==> config.mk <==
export PLATFORM = sky130hd
export DESIGN_NAME = strobe_watchdog
export DESIGN_NICKNAME = d
export VERILOG_FILES = /design/src/rtl/wdt_pkg.sv /design/src/rtl/wdt_edge_sync.sv /design/src/rtl/wdt_sel_latch.sv /design/src/rtl/wdt_timer.sv /design/src/rtl/strobe_watchdog.sv
export SDC_FILE = /design/constraint.sdc
export NUM_CORES = 1
export LEC_CHECK = 0
export CORE_MARGIN = 8
export CORE_UTILIZATION = 35
export CTS_BUF_LIST = sky130_fd_sc_hd__clkbuf_8
export DETAILED_ROUTE_END_ITERATION = 16
export MAX_ROUTING_LAYER = met4
export SYNTH_ARGS = -nofsm -noshare
export SYNTH_HDL_FRONTEND = slang
export SYNTH_SLANG_ARGS = --single-unit
==> constraint.sdc <==
create_clock -name clk_i -period 2.9 [get_ports clk_i]
set_input_delay 0.29 -clock clk_i [delete_from_list [all_inputs] [get_ports clk_i]]
set_output_delay 0.29 -clock clk_i [all_outputs]
set_load 0.02 [all_outputs]
==> src/rtl/wdt_pkg.sv <==
package wdt_pkg;
  typedef enum logic [1:0] {
    WD_IDLE  = 2'b00,
    WD_COUNT = 2'b01,
    WD_PULSE = 2'b10
  } wd_state_e;

  localparam logic [1:0] TSEL_SHORT = 2'b00;
  localparam logic [1:0] TSEL_MID   = 2'b01;
  localparam logic [1:0] TSEL_LONG  = 2'b10;
endpackage

==> src/rtl/wdt_edge_sync.sv <==
module wdt_edge_sync #(
  parameter int SYNC_STAGES = 2
) (
  input  logic clk_i,
  input  logic rst_ni,
  input  logic strobe_i,
  output logic edge_o
);
  // chain[SYNC_STAGES-1] is the synchronized level, chain[SYNC_STAGES] its previous value
  logic [SYNC_STAGES:0] chain_q;

  always_ff @(posedge clk_i or negedge rst_ni) begin
    if (!rst_ni) chain_q <= '0;
    else         chain_q <= {chain_q[SYNC_STAGES-1:0], strobe_i};
  end

  assign edge_o = chain_q[SYNC_STAGES] ^ chain_q[SYNC_STAGES-1];
endmodule

==> src/rtl/wdt_sel_latch.sv <==
module wdt_sel_latch
  import wdt_pkg::*;
#(
  parameter int CNT_W       = 8,
  parameter int TICKS_SHORT = 16,
  parameter int TICKS_MID   = 160,
  parameter int TICKS_LONG  = 200
) (
  input  logic             clk_i,
  input  logic             rst_ni,
  input  logic             run_i,
  input  logic [1:0]       sel_i,
  output logic [CNT_W-1:0] limit_o
);
  logic       armed_q;
  logic [1:0] sel_q;

  always_ff @(posedge clk_i or negedge rst_ni) begin
    if (!rst_ni) begin
      armed_q <= 1'b0;
      sel_q   <= TSEL_LONG;
    end else if (!armed_q) begin
      sel_q   <= sel_i;
      armed_q <= run_i;
    end
  end

  always_comb begin
    unique case (sel_q)
      TSEL_SHORT: limit_o = CNT_W'(TICKS_SHORT);
      TSEL_MID:   limit_o = CNT_W'(TICKS_MID);
      default:    limit_o = CNT_W'(TICKS_LONG);
    endcase
  end


  sel_hold_chk: assert property (@(posedge clk_i) disable iff (!rst_ni)
    (armed_q && $past(armed_q)) |-> $stable(sel_q));
endmodule

==> src/rtl/wdt_timer.sv <==
module wdt_timer
  import wdt_pkg::*;
#(
  parameter int CNT_W       = 8,
  parameter int PULSE_TICKS = 4
) (
  input  logic             clk_i,
  input  logic             rst_ni,
  input  logic             run_i,
  input  logic             tick_i,
  input  logic             edge_i,
  input  logic [CNT_W-1:0] limit_i,
  output logic             wdt_no
);
  localparam logic [CNT_W-1:0] PulseLast = CNT_W'(PULSE_TICKS - 1);

  wd_state_e        state_q;
  logic [CNT_W-1:0] cnt_q;

  always_ff @(posedge clk_i or negedge rst_ni) begin
    if (!rst_ni) begin
      state_q <= WD_IDLE;
      cnt_q   <= '0;
    end else if (!run_i) begin
      state_q <= WD_IDLE;
      cnt_q   <= '0;
    end else begin
      unique case (state_q)
        WD_IDLE: begin
          state_q <= WD_COUNT;
          cnt_q   <= '0;
        end
        WD_COUNT: begin
          if (edge_i) cnt_q <= '0;
          else if (tick_i) begin
            if (cnt_q == limit_i - 1'b1) begin
              state_q <= WD_PULSE;
              cnt_q   <= '0;
            end else cnt_q <= cnt_q + 1'b1;
          end
        end
        WD_PULSE: begin
          // strobe edges ignored: fixed pulse width
          if (tick_i) begin
            if (cnt_q == PulseLast) begin
              state_q <= WD_COUNT;
              cnt_q   <= '0;
            end else cnt_q <= cnt_q + 1'b1;
          end
        end
        default: begin
          state_q <= WD_IDLE;
          cnt_q   <= '0;
        end
      endcase
    end
  end

  assign wdt_no = (state_q != WD_PULSE);


  run_gate_chk: assert property (@(posedge clk_i) disable iff (!rst_ni)
    !run_i |=> (wdt_no && cnt_q == '0));

  restart_chk: assert property (@(posedge clk_i) disable iff (!rst_ni)
    (run_i && state_q == WD_COUNT && edge_i) |=> (cnt_q == '0 && wdt_no));

  tick_hold_chk: assert property (@(posedge clk_i) disable iff (!rst_ni)
    (run_i && !tick_i && !edge_i) |=> $stable(cnt_q));

  cnt_bound_chk: assert property (@(posedge clk_i) disable iff (!rst_ni)
    (state_q == WD_COUNT) |-> (cnt_q < limit_i));
endmodule

==> src/rtl/strobe_watchdog.sv <==
module strobe_watchdog #(
  parameter int TICKS_SHORT = 16000,
  parameter int TICKS_MID   = 160000,
  parameter int TICKS_LONG  = 1600000,
  parameter int PULSE_TICKS = 100,
  parameter int SYNC_STAGES = 2
) (
  input  logic       clk_i,
  input  logic       rst_ni,
  input  logic       strobe_i,
  input  logic [1:0] sel_i,
  input  logic       run_i,
  input  logic       tick_i,
  output logic       wdt_no
);
  localparam int MaxTicks = (TICKS_LONG > PULSE_TICKS) ? TICKS_LONG : PULSE_TICKS;
  localparam int CntW     = $clog2(MaxTicks + 1);

  logic            edge_s;
  logic [CntW-1:0] limit_s;

  wdt_edge_sync #(.SYNC_STAGES(SYNC_STAGES)) u_sync (
    .clk_i    (clk_i),
    .rst_ni   (rst_ni),
    .strobe_i (strobe_i),
    .edge_o   (edge_s)
  );

  wdt_sel_latch #(
    .CNT_W       (CntW),
    .TICKS_SHORT (TICKS_SHORT),
    .TICKS_MID   (TICKS_MID),
    .TICKS_LONG  (TICKS_LONG)
  ) u_sel (
    .clk_i   (clk_i),
    .rst_ni  (rst_ni),
    .run_i   (run_i),
    .sel_i   (sel_i),
    .limit_o (limit_s)
  );

  wdt_timer #(
    .CNT_W       (CntW),
    .PULSE_TICKS (PULSE_TICKS)
  ) u_timer (
    .clk_i   (clk_i),
    .rst_ni  (rst_ni),
    .run_i   (run_i),
    .tick_i  (tick_i),
    .edge_i  (edge_s),
    .limit_i (limit_s),
    .wdt_no  (wdt_no)
  );
endmodule

Yosys cells after proc, flatten, opt, wreduce, memory -nomap -nowiden
Index checks and enable logic that the tools add are counted.
{"block": "totals", "ff_bits": 29, "inputBits": 7, "out_inout_bits": 1, "elab_cells": 40}
{"block": "op_classes", "addsub": 2, "eq_ne": 12, "mux": 16, "bitwise": 1, "n_reduce_logical": 4}
{"operator": "2-to-1 mux 21 bit", "n": 6}
{"operator": "one-hot mux 21 bit (2 select lines)", "n": 2}
{"operator": "adder 21 x 1 -> 21 bit, second input constant", "n": 1}
{"operator": "equality test 21 bit", "n": 1}
{"operator": "equality test 21 x 7 -> 1 bit, second input constant", "n": 1}
{"operator": "subtractor 21 x 1 -> 21 bit, second input constant", "n": 1}
{"operator": "2-to-1 mux 2 bit", "n": 6}
{"operator": "inequality test 3 bit, second input constant", "n": 3}
{"operator": "inequality test 3 x 2 -> 1 bit, second input constant", "n": 2}
{"operator": "one-hot mux 2 bit (3 select lines)", "n": 1}
{"operator": "AND reduction 5 bit", "n": 1}
{"operator": "equality test 2 x 1 -> 1 bit, second input constant", "n": 2}
{"operator": "logical NOT 2 bit", "n": 2}
{"operator": "inequality test 4 bit, second input constant", "n": 1}
{"operator": "equality test 2 bit, second input constant", "n": 1}
{"operator": "inequality test 2 bit, second input constant", "n": 1}
{"operator": "AND reduction 2 bit", "n": 1}
{"operator": "2-to-1 mux 1 bit", "n": 1}
{"operator": "bitwise XOR 1 bit", "n": 1}

Logic depth before layout (Yosys ltp)
Gate-level depths: netlist of run 1.
{"block": "logic_depth", "word_depth": 9, "ltp_mapped": 10, "depth_no_buf": 8}

Cells and area by module
Synthesis of run 1 repeated with hierarchy kept, for this count alone.
{"block": "hier_totals", "cells_unflattened": 317, "area_unflattened_um2": 2565.0}
{"module": "wdt_timer", "n_inst": 1, "cells_per_inst": 284, "area_per_inst_um2": 2218.4, "seq_area_each_um2": 575.6}
{"module": "wdt_sel_latch", "n_inst": 1, "cells_per_inst": 29, "area_per_inst_um2": 262.8, "seq_area_each_um2": 76.3}
{"module": "wdt_edge_sync", "n_inst": 1, "cells_per_inst": 4, "area_per_inst_um2": 83.8, "seq_area_each_um2": 75.1}

Worst setup path before layout of run 1
Ideal clock, no wire load.
{"block": "synth_path", "kind": "register -> register", "from": "register u_sel.sel_q[0]", "to": "register u_timer.cnt_q[3]", "setup_ns": 0.119, "arrival_ns": 2.013, "setup_slack_ns": 0.768, "stages_incl_launch_ff": 11, "n_path_buf": 2, "period_less_slack_ns": 2.132, "cell_sequence": "dfrtp_1 > or2_1 > ha_1 > xor2_1 > nand3_1 > nor3_1 > and3_4 > o221a_4 > buf_6 > buf_12 > nor2_1"}
{"block": "synth_via", "elab_chain_len": 9}
{"item": "from (decl)", "line": "wdt_sel_latch.sv:16", "rtl": "logic [1:0] sel_q;"}
{"item": "from (signal assigned)", "line": "wdt_sel_latch.sv:23", "rtl": "sel_q <= sel_i;"}
{"item": "equality test 2 x 1 -> 1 bit / logical NOT 2 bit (equally long branches)", "line": "wdt_sel_latch.sv:29", "rtl": "unique case (sel_q)"}
{"item": "one-hot mux 21 bit (2 select lines) (*)", "line": "wdt_sel_latch.sv:29"}
{"item": "subtractor 21 x 1 -> 21 bit (*)", "line": "wdt_timer.sv:36", "rtl": "if (cnt_q == limit_i - 1'b1) begin"}
{"item": "equality test 21 bit (*)", "line": "wdt_timer.sv:36"}
{"item": "2-to-1 mux 21 bit (*)", "line": "wdt_timer.sv:36"}
{"item": "2-to-1 mux 21 bit (*)", "line": "wdt_timer.sv:35", "rtl": "else if (tick_i) begin"}
{"item": "2-to-1 mux 21 bit (*)", "line": "wdt_timer.sv:34", "rtl": "if (edge_i) cnt_q <= '0;"}
{"item": "one-hot mux 21 bit (2 select lines) (*)", "line": "wdt_timer.sv:28", "rtl": "unique case (state_q)"}
{"item": "2-to-1 mux 21 bit (*)", "line": "wdt_timer.sv:24", "rtl": "end else if (!run_i) begin"}
{"item": "to (signal assigned)", "line": "wdt_timer.sv:39", "rtl": "end else cnt_q <= cnt_q + 1'b1;"}
{"item": "to (signal assigned)", "line": "wdt_timer.sv:48", "rtl": "end else cnt_q <= cnt_q + 1'b1;"}
{"item": "to (decl)", "line": "wdt_timer.sv:18", "rtl": "logic [CNT_W-1:0] cnt_q;"}
Mark *: on every way between the ends. The rest lies on a longest branch, timed or not. The select of a mux whose other input is x is not followed.
A chain may end at the register's enable or synchronous reset.

Worst setup path after layout of run 1
{"block": "layout_path", "from": "register u_sel.sel_q[0]", "to": "register u_timer.cnt_q[4]"}
Same word-level chain as after synthesis.

==> metrics.md, run 1 <==
| Metric | Value |
|---|---|
| RD Place Congestion | slightly above 0.8 |
| Routed Antenna Nets | 0 |
| Hold_buf cts | 0 |
| Num rows | 25 |
| Fillcell total | between 400 and 500 |
| Crit path time final | 2.24 ns |
| Clock-pin slew on the worst setup and hold paths | around 0.06 ns |
| Most common cell in the netlist | dfrtp_1 |
| Register Area | between 700 and 800 sq um |
| Share of the synthesized area in the top cell type | just over 40% |
| Worst EP arrival | around 2.4 ns |
| Hold WC Path Type | reg -> reg |
| Critical path's top delay family | simple AND/OR/NAND/NOR gates |
| Crit-path slowest cell | dfrtp_1 |
| Setup TNS | 0 ns |
| Core area | between 4000 and 5000 sq um |
| Total placed cells including tap cells | roughly 250 |
| Drc violations | 0 |
| Leakage | 0.787 nW |
| First-pass GRT wire length | 6510 microns |
| Final Core Density | between 40% and 50% |
| Vias per cell | 5.12 |
| Final Worst Setup Slack | between 0.6 and 0.7 ns |
| GRT Total Usage | 11.3% |
| Critical path class | reg -> reg |
| Multi-input logic area | between 900 and 1000 sq um |
| Drt pass-1 iters | 4 |
| Crit share post-route | ~77% |
| Via Count | between 1000 and 1500 |
| Routed wire length per instance | approximately 14 microns |
| Slew @ Worst Pin | 0.469 ns |
| Endpoints failing setup | 0 |
| Max IR drop VDD | ~0.21 mV |
| Worst-case clock buffer depth | 2 |
| Top cells by count, synth | dfrtp_1, nor2_1, xor2_1 |
| Initial Utilization | approximately 37% |
| Buffers on Ports | 7 |
| Post-synth EDFFs | 0 |
| Worst-Skew Late Latency | 0.28 ns |
| Slew margin rel. | 68.8% |
| Post_cts resized | 0 |
| Area leader, netlist | dfrtp_1 |
| Synthesized Nets | slightly below 200 |
| Yosys reg bits | 29 |
| Die area | 7430 sq um |
| Synth area leaders | dfrtp_1, xor2_1, nor2_1 |
| Pre-CTS setup slack | about 0.64 ns |
| Max capacitance violation total | 0 |
| Ys async rst share | 100% |
| Main synth FF type | dfrtp_1 |
| Fraction of the yosys area taken by sequential cells | a little over two fifths |
| Area grow syn2layout | 11.3% |
| CTS tree | built |
| DIE WIDTH | ~86 microns |
| Clock Skews | 0.00513 ns |
| Fmax | roughly 450 MHz |
| Share of layout cells above drive strength 1 | approximately a tenth |
| CTS H-tree lvls | 2 |
| Cell Area, Synth | 1720 sq um |
| # Post-CTS Setup Buffers | 0 |
| CP endpoint kind | register |
| CP Max Fanout | 17 |
| DR iter-0 viols | 85 |
| RSZ-0062 raised after global routing | no |
| GR Util met3 | approximately 3% |
| Crit path buf inv count | 0 |
| I/O pin total | 8 |
| CTS Sinks | 29 |
| Syn_area_per_cell | approximately 9.6 sq um |
| Worst setup SP type | register |
| CP Cell Sequence | or2_1, ha_1, xor2_1, nand3_1, nor3_1, and3_4, o221a_4, nor2_1 |
| Synth unique cells | 48 |
| Final non-filler cell total | 257 |
| ANT cells | 0 |
| Final-report hold violation count | 0 |
| DP HPWL | around 2600 microns |
| Power Density | 462 nW/um^2 |
| Initial antenna violation count | 0 |
| Required time worst endpoint | 3.06 ns |
| Pin count of the biggest net entering global routing | 30 |
| CP max stage delay | 0.45 ns |
| Yosys warning count | 0 |
| WL final | ~3700 microns |
| Met2 Track Usage GR | approximately 16% |
| Run status | finished, final reports clean |
| Gr busiest metal | met2 |
| Root buf cell | clkbuf_8 |
| Vias in the first global route | 1354 |
| Nets | 204 |
| GRT overflow | 0 |
| Cell count after synthesis | 180 |
| Max-slew violations | 0 |
| Met1 GRT Util | about 15% |
| Die Ht | 86.2 microns |
| CTS buffer count | 5 |
[metal layers]
metal  wire length, microns  part of all wire (%)
met1                   1870                    51
met2                   1590                    44
met3                    140                   3.8
met4                     57                   1.6
met5                      0                     0
[area by class of cell]
| cell class | instances | area share, % |
|---|---|---|
| flip-flops and latches | 29 | 37.9 |
| repair buffers | 8 | 4.04 |
| clock inverters | 1 | 0.261 |
| inverters | 7 | 1.37 |
| clock buffers | 5 | 3.59 |
| multi-input cells | 140 | 48.5 |
| well taps | 67 | 4.37 |
[power breakdown]
| part | switching (mW) | leakage (nW) | internal (mW) |
|---|---|---|---|
| Combinational | 0.0896 | 0.361 | 0.0615 |
| Clock | 0.143 | 0.0399 | 0.157 |
| Sequential | 0.0168 | 0.386 | 0.419 |
| Total | 0.249 | 0.787 | 0.638 |
[cells in the final DEF, fill, tap and decap left out, types with 3 or more instances in the layout]
cell	n
a21oi_1	4
and3_1	4
nand3_1	14
xor2_1	15
and2_1	3
nor2_1	21
ha_1	6
dfrtp_1	28
and4_1	3
xnor2_1	4
clkdlybuf4s50_1	7
o21ai_0	4
inv_1	7
nand2_1	14
nor3_1	5
nor2b_1	3
clkbuf_8	5
nand4_1	6
[final timing paths]
path / startpoint / end / slack [ns] / cells after the start
setup / recovery: u_sel.sel_q[0] / u_timer.cnt_q[4] / 0.66 / 8
hold reg to reg: u_sync.chain_q[0] / u_sync.chain_q[1] / 0.35 / 0
hold / removal: u_sync.chain_q[0] / u_sync.chain_q[1] / 0.35 / 0
min in group asynchronous: rst_ni / u_timer.cnt_q[14] / 0.40 / 2
setup reg to reg: u_sel.sel_q[0] / u_timer.cnt_q[4] / 0.66 / 8
max in group asynchronous: rst_ni / u_sel.sel_q[1] / 2.19 / 2
[logic make-up after synthesis]
| kind of cell | Yosys count | synth area share, % |
|---|---|---|
| AOI/OAI and AO/OA | 26 | 11.3 |
| muxes | 3 | 1.89 |
| DFF | 29 | 42.2 |
| buffers and inverters | 11 | 3.85 |
| adders and majority gates | 6 | 4.35 |
| xor gates and xnor gates | 19 | 9.65 |
| and+or+nand+nor | 86 | 26.8 |
[registers in the layout (all words and copies together) (netlist names)]
register         count
u_timer.state_q      2
u_timer.cnt_q       21
u_sync.chain_q       3
u_sel.armed_q        1
u_sel.sel_q          2
[through the flow]
| step | area, sq um | hold WS, ns | total power, mW |
|---|---|---|---|
| after global routing | 1920 | 0.363 | 0.940 |
| after detailed placement | 1850 | 0.343 | 0.595 |
| final | 1920 | 0.353 | 0.887 |
| after floorplan | 1720 | -0.00559 | 0.560 |
| after global placement | 1850 | 0.338 | 0.594 |
| after CTS | 1920 | 0.356 | 0.901 |
(Power assumes the default switching activity.)
==> run 2: changes to the inputs <==
==> constraint.sdc (replaced) <==
create_clock -name clk_i -period 2.1 [get_ports clk_i]
set_input_delay 0.21 -clock clk_i [delete_from_list [all_inputs] [get_ports clk_i]]
set_output_delay 0.21 -clock clk_i [all_outputs]
set_load 0.02 [all_outputs]
==> metrics.md, run 2 (synthesis gave the netlist of run 1 again) <==
| Metric | Value |
|---|---|
| Run status | finished, final reports clean |
| Initial antenna violation count | 0 |
| RD Place Congestion | around 0.82 |
| Drt pass-1 iters | 4 |
| Slew margin rel. | approximately 74% |
| Drc violations | 0 |
| Biggest register | u_timer.cnt_q |
| Worst-Skew Late Latency | ~0.28 ns |
| CTS Sinks | 29 |
| Vias per cell | 5.29 |
| Final Core Density | between 40% and 50% |
| CP max stage delay | approximately 0.39 ns |
| CP endpoint kind | register |
| Setup TNS | 0 ns |
| CP Cell Sequence | ha_1, nor4b_2, nand4_1, o21a_1, o21ai_2, o221a_4, nor2_1 |
| Die Ht | 86.2 microns |
| Worst setup SP type | register |
| R2r startpoint | u_timer.cnt_q[0] |
| Final-report hold violation count | 0 |
| Slew @ Worst Pin | approximately 0.38 ns |
| WL final | between 4000 and 5000 microns |
| Endpoints failing setup | 0 |
| Clock Skews | 0.00857 ns |
| Via Count | between 1000 and 1500 |
| CP Max Fanout | 5 |
| Area grow syn2layout | 21.6% |
| Hold_buf cts | 0 |
| Vias in the first global route | between 1000 and 1500 |
| Worst-case clock buffer depth | 2 |
| DP HPWL | around 2700 microns |
| Tot Pwr | 1.44 mW |
| I/O pin total | 8 |
| Core area | between 4000 and 5000 sq um |
| Share of layout cells above drive strength 1 | between 10% and 20% |
| Max IR drop VDD | roughly 0.33 mV |
| Nets | between 200 and 250 |
| RR Endpoint | u_timer.cnt_q[10] |
| Worst EP arrival | ~2.2 ns |
| Hold WC Path Type | in -> async |
| Clock-pin slew on the worst setup and hold paths | 0.07 ns |
| ANT cells | 0 |
| Max-slew violations | 0 |
| Root buf cell | clkbuf_8 |
| Routed wire length per instance | 15.4 microns |
| Crit-path slowest cell | dfrtp_1 |
| First-pass GRT wire length | ~6600 microns |
| Num rows | 25 |
| Crit share post-route | a little over nine tenths |
| Crit path time final | about 2 ns |
| Die area | around 7400 sq um |
| R2R depth | 7 |
| Most common cell after layout, fill and taps aside | dfrtp_1 |
| Fillcell total | roughly 460 |
| Routed Antenna Nets | 0 |
| DIE WIDTH | between 80 and 90 microns |
| Most frequent cells in the layout | dfrtp_1, xor2_1, nor2_1 |
| Max FFs per register | 21 |
| FF-to-FF setup slack | 0.06 ns |
| Fmax | around 490 MHz |
| Leakage | approximately 0.87 nW |
| Critical path class | reg -> reg |
| DR iter-0 viols | 87 |
| RSZ-0062 raised after global routing | yes |
| GRT Total Usage | a little under an eighth |
| Final non-filler cell total | 270 |
| Total placed cells including tap cells | between 200 and 300 |
| GRT overflow | 0 |
| Required time worst endpoint | ~2.3 ns |
| Pin count of the biggest net entering global routing | 30 |
| Initial Utilization | a little over a third |
| Power Density | a little under 700 nW/um^2 |
| Largest registers | u_timer.cnt_q x21, u_sync.chain_q x3 |
| Max capacitance violation total | 0 |
| CTS tree | built |
| Hold_ws | between 0.3 and 0.4 ns |
| CTS H-tree lvls | 2 |
| Buffers on Ports | 7 |
| CTS buffer count | 5 |
run 2: routing by layer:
layer	vias up	routed length [microns]	track usage, %
met5	-	0	-
met4	0	83	5.16
met3	8	236	3.50
met2	48	1980	17.2
met1	690	1860	14.3
li1	682	-	-
run 2: what timing repair did:
action / CTS / global route
setup endpoints to repair: 0 / 22
gates resized for setup: 0 / 12
setup buffers: 0 / 0
run 2: through the flow:
stage               area, sq um  setup slack, ns
global placement           1920           0.0317
CTS                        2030          0.00189
global route               2100          -0.0868
detailed placement         1920          0.00344
finish                     2100           0.0560
floorplan                  1730          0.00289
run 2: cell type report:
| type | count | area [sq um] | area share [%] |
|---|---|---|---|
| Inverter | 7 | 26.3 | 1.25 |
| Multi-Input combinational cell | 142 | 997 | 47.6 |
| Sequential cell | 29 | 727 | 34.7 |
| Timing Repair Buffer | 17 | 145 | 6.93 |
| Clock inverter | 2 | 33.8 | 1.61 |
| Tap cell | 67 | 83.8 | 4.00 |
| Clock buffer | 6 | 82.6 | 3.94 |
run 2: worst max-delay path by stage:
| stage | cells after the start | slack, ns | startpoint | endpoint |
|---|---|---|---|---|
| final | 7 | 0.06 | u_timer.cnt_q[0] | u_timer.cnt_q[10] |
| after global routing | 7 | -0.09 | u_timer.cnt_q[0] | u_timer.cnt_q[14] |
| after CTS | 8 | 0.002 | u_sel.sel_q[1] | u_timer.cnt_q[13] |
| after detailed placement | 8 | 0.003 | u_sel.sel_q[1] | u_timer.cnt_q[4] |
| after global placement | 8 | 0.03 | u_sel.sel_q[1] | u_timer.cnt_q[14] |
| after floorplan | 10 | 0.003 | u_sel.sel_q[0] | u_timer.cnt_q[3] |
run 2: worst max-delay path, delay by kind of cell, from the launching register on:
kind,cells,cell delay (ns)
AO/OA/AOI/OAI,3,0.80
AND/OR/NAND/NOR,3,0.50
flip-flops,1,0.39
adder cells (fa/ha/maj),1,0.24
run 2: report_power, final:
part	switching [mW]	leakage, nW	total, mW	internal, mW
combinational	0.146	0.419	0.247	0.101
clock	0.213	0.0626	0.594	0.381
sequential	0.0151	0.386	0.594	0.579
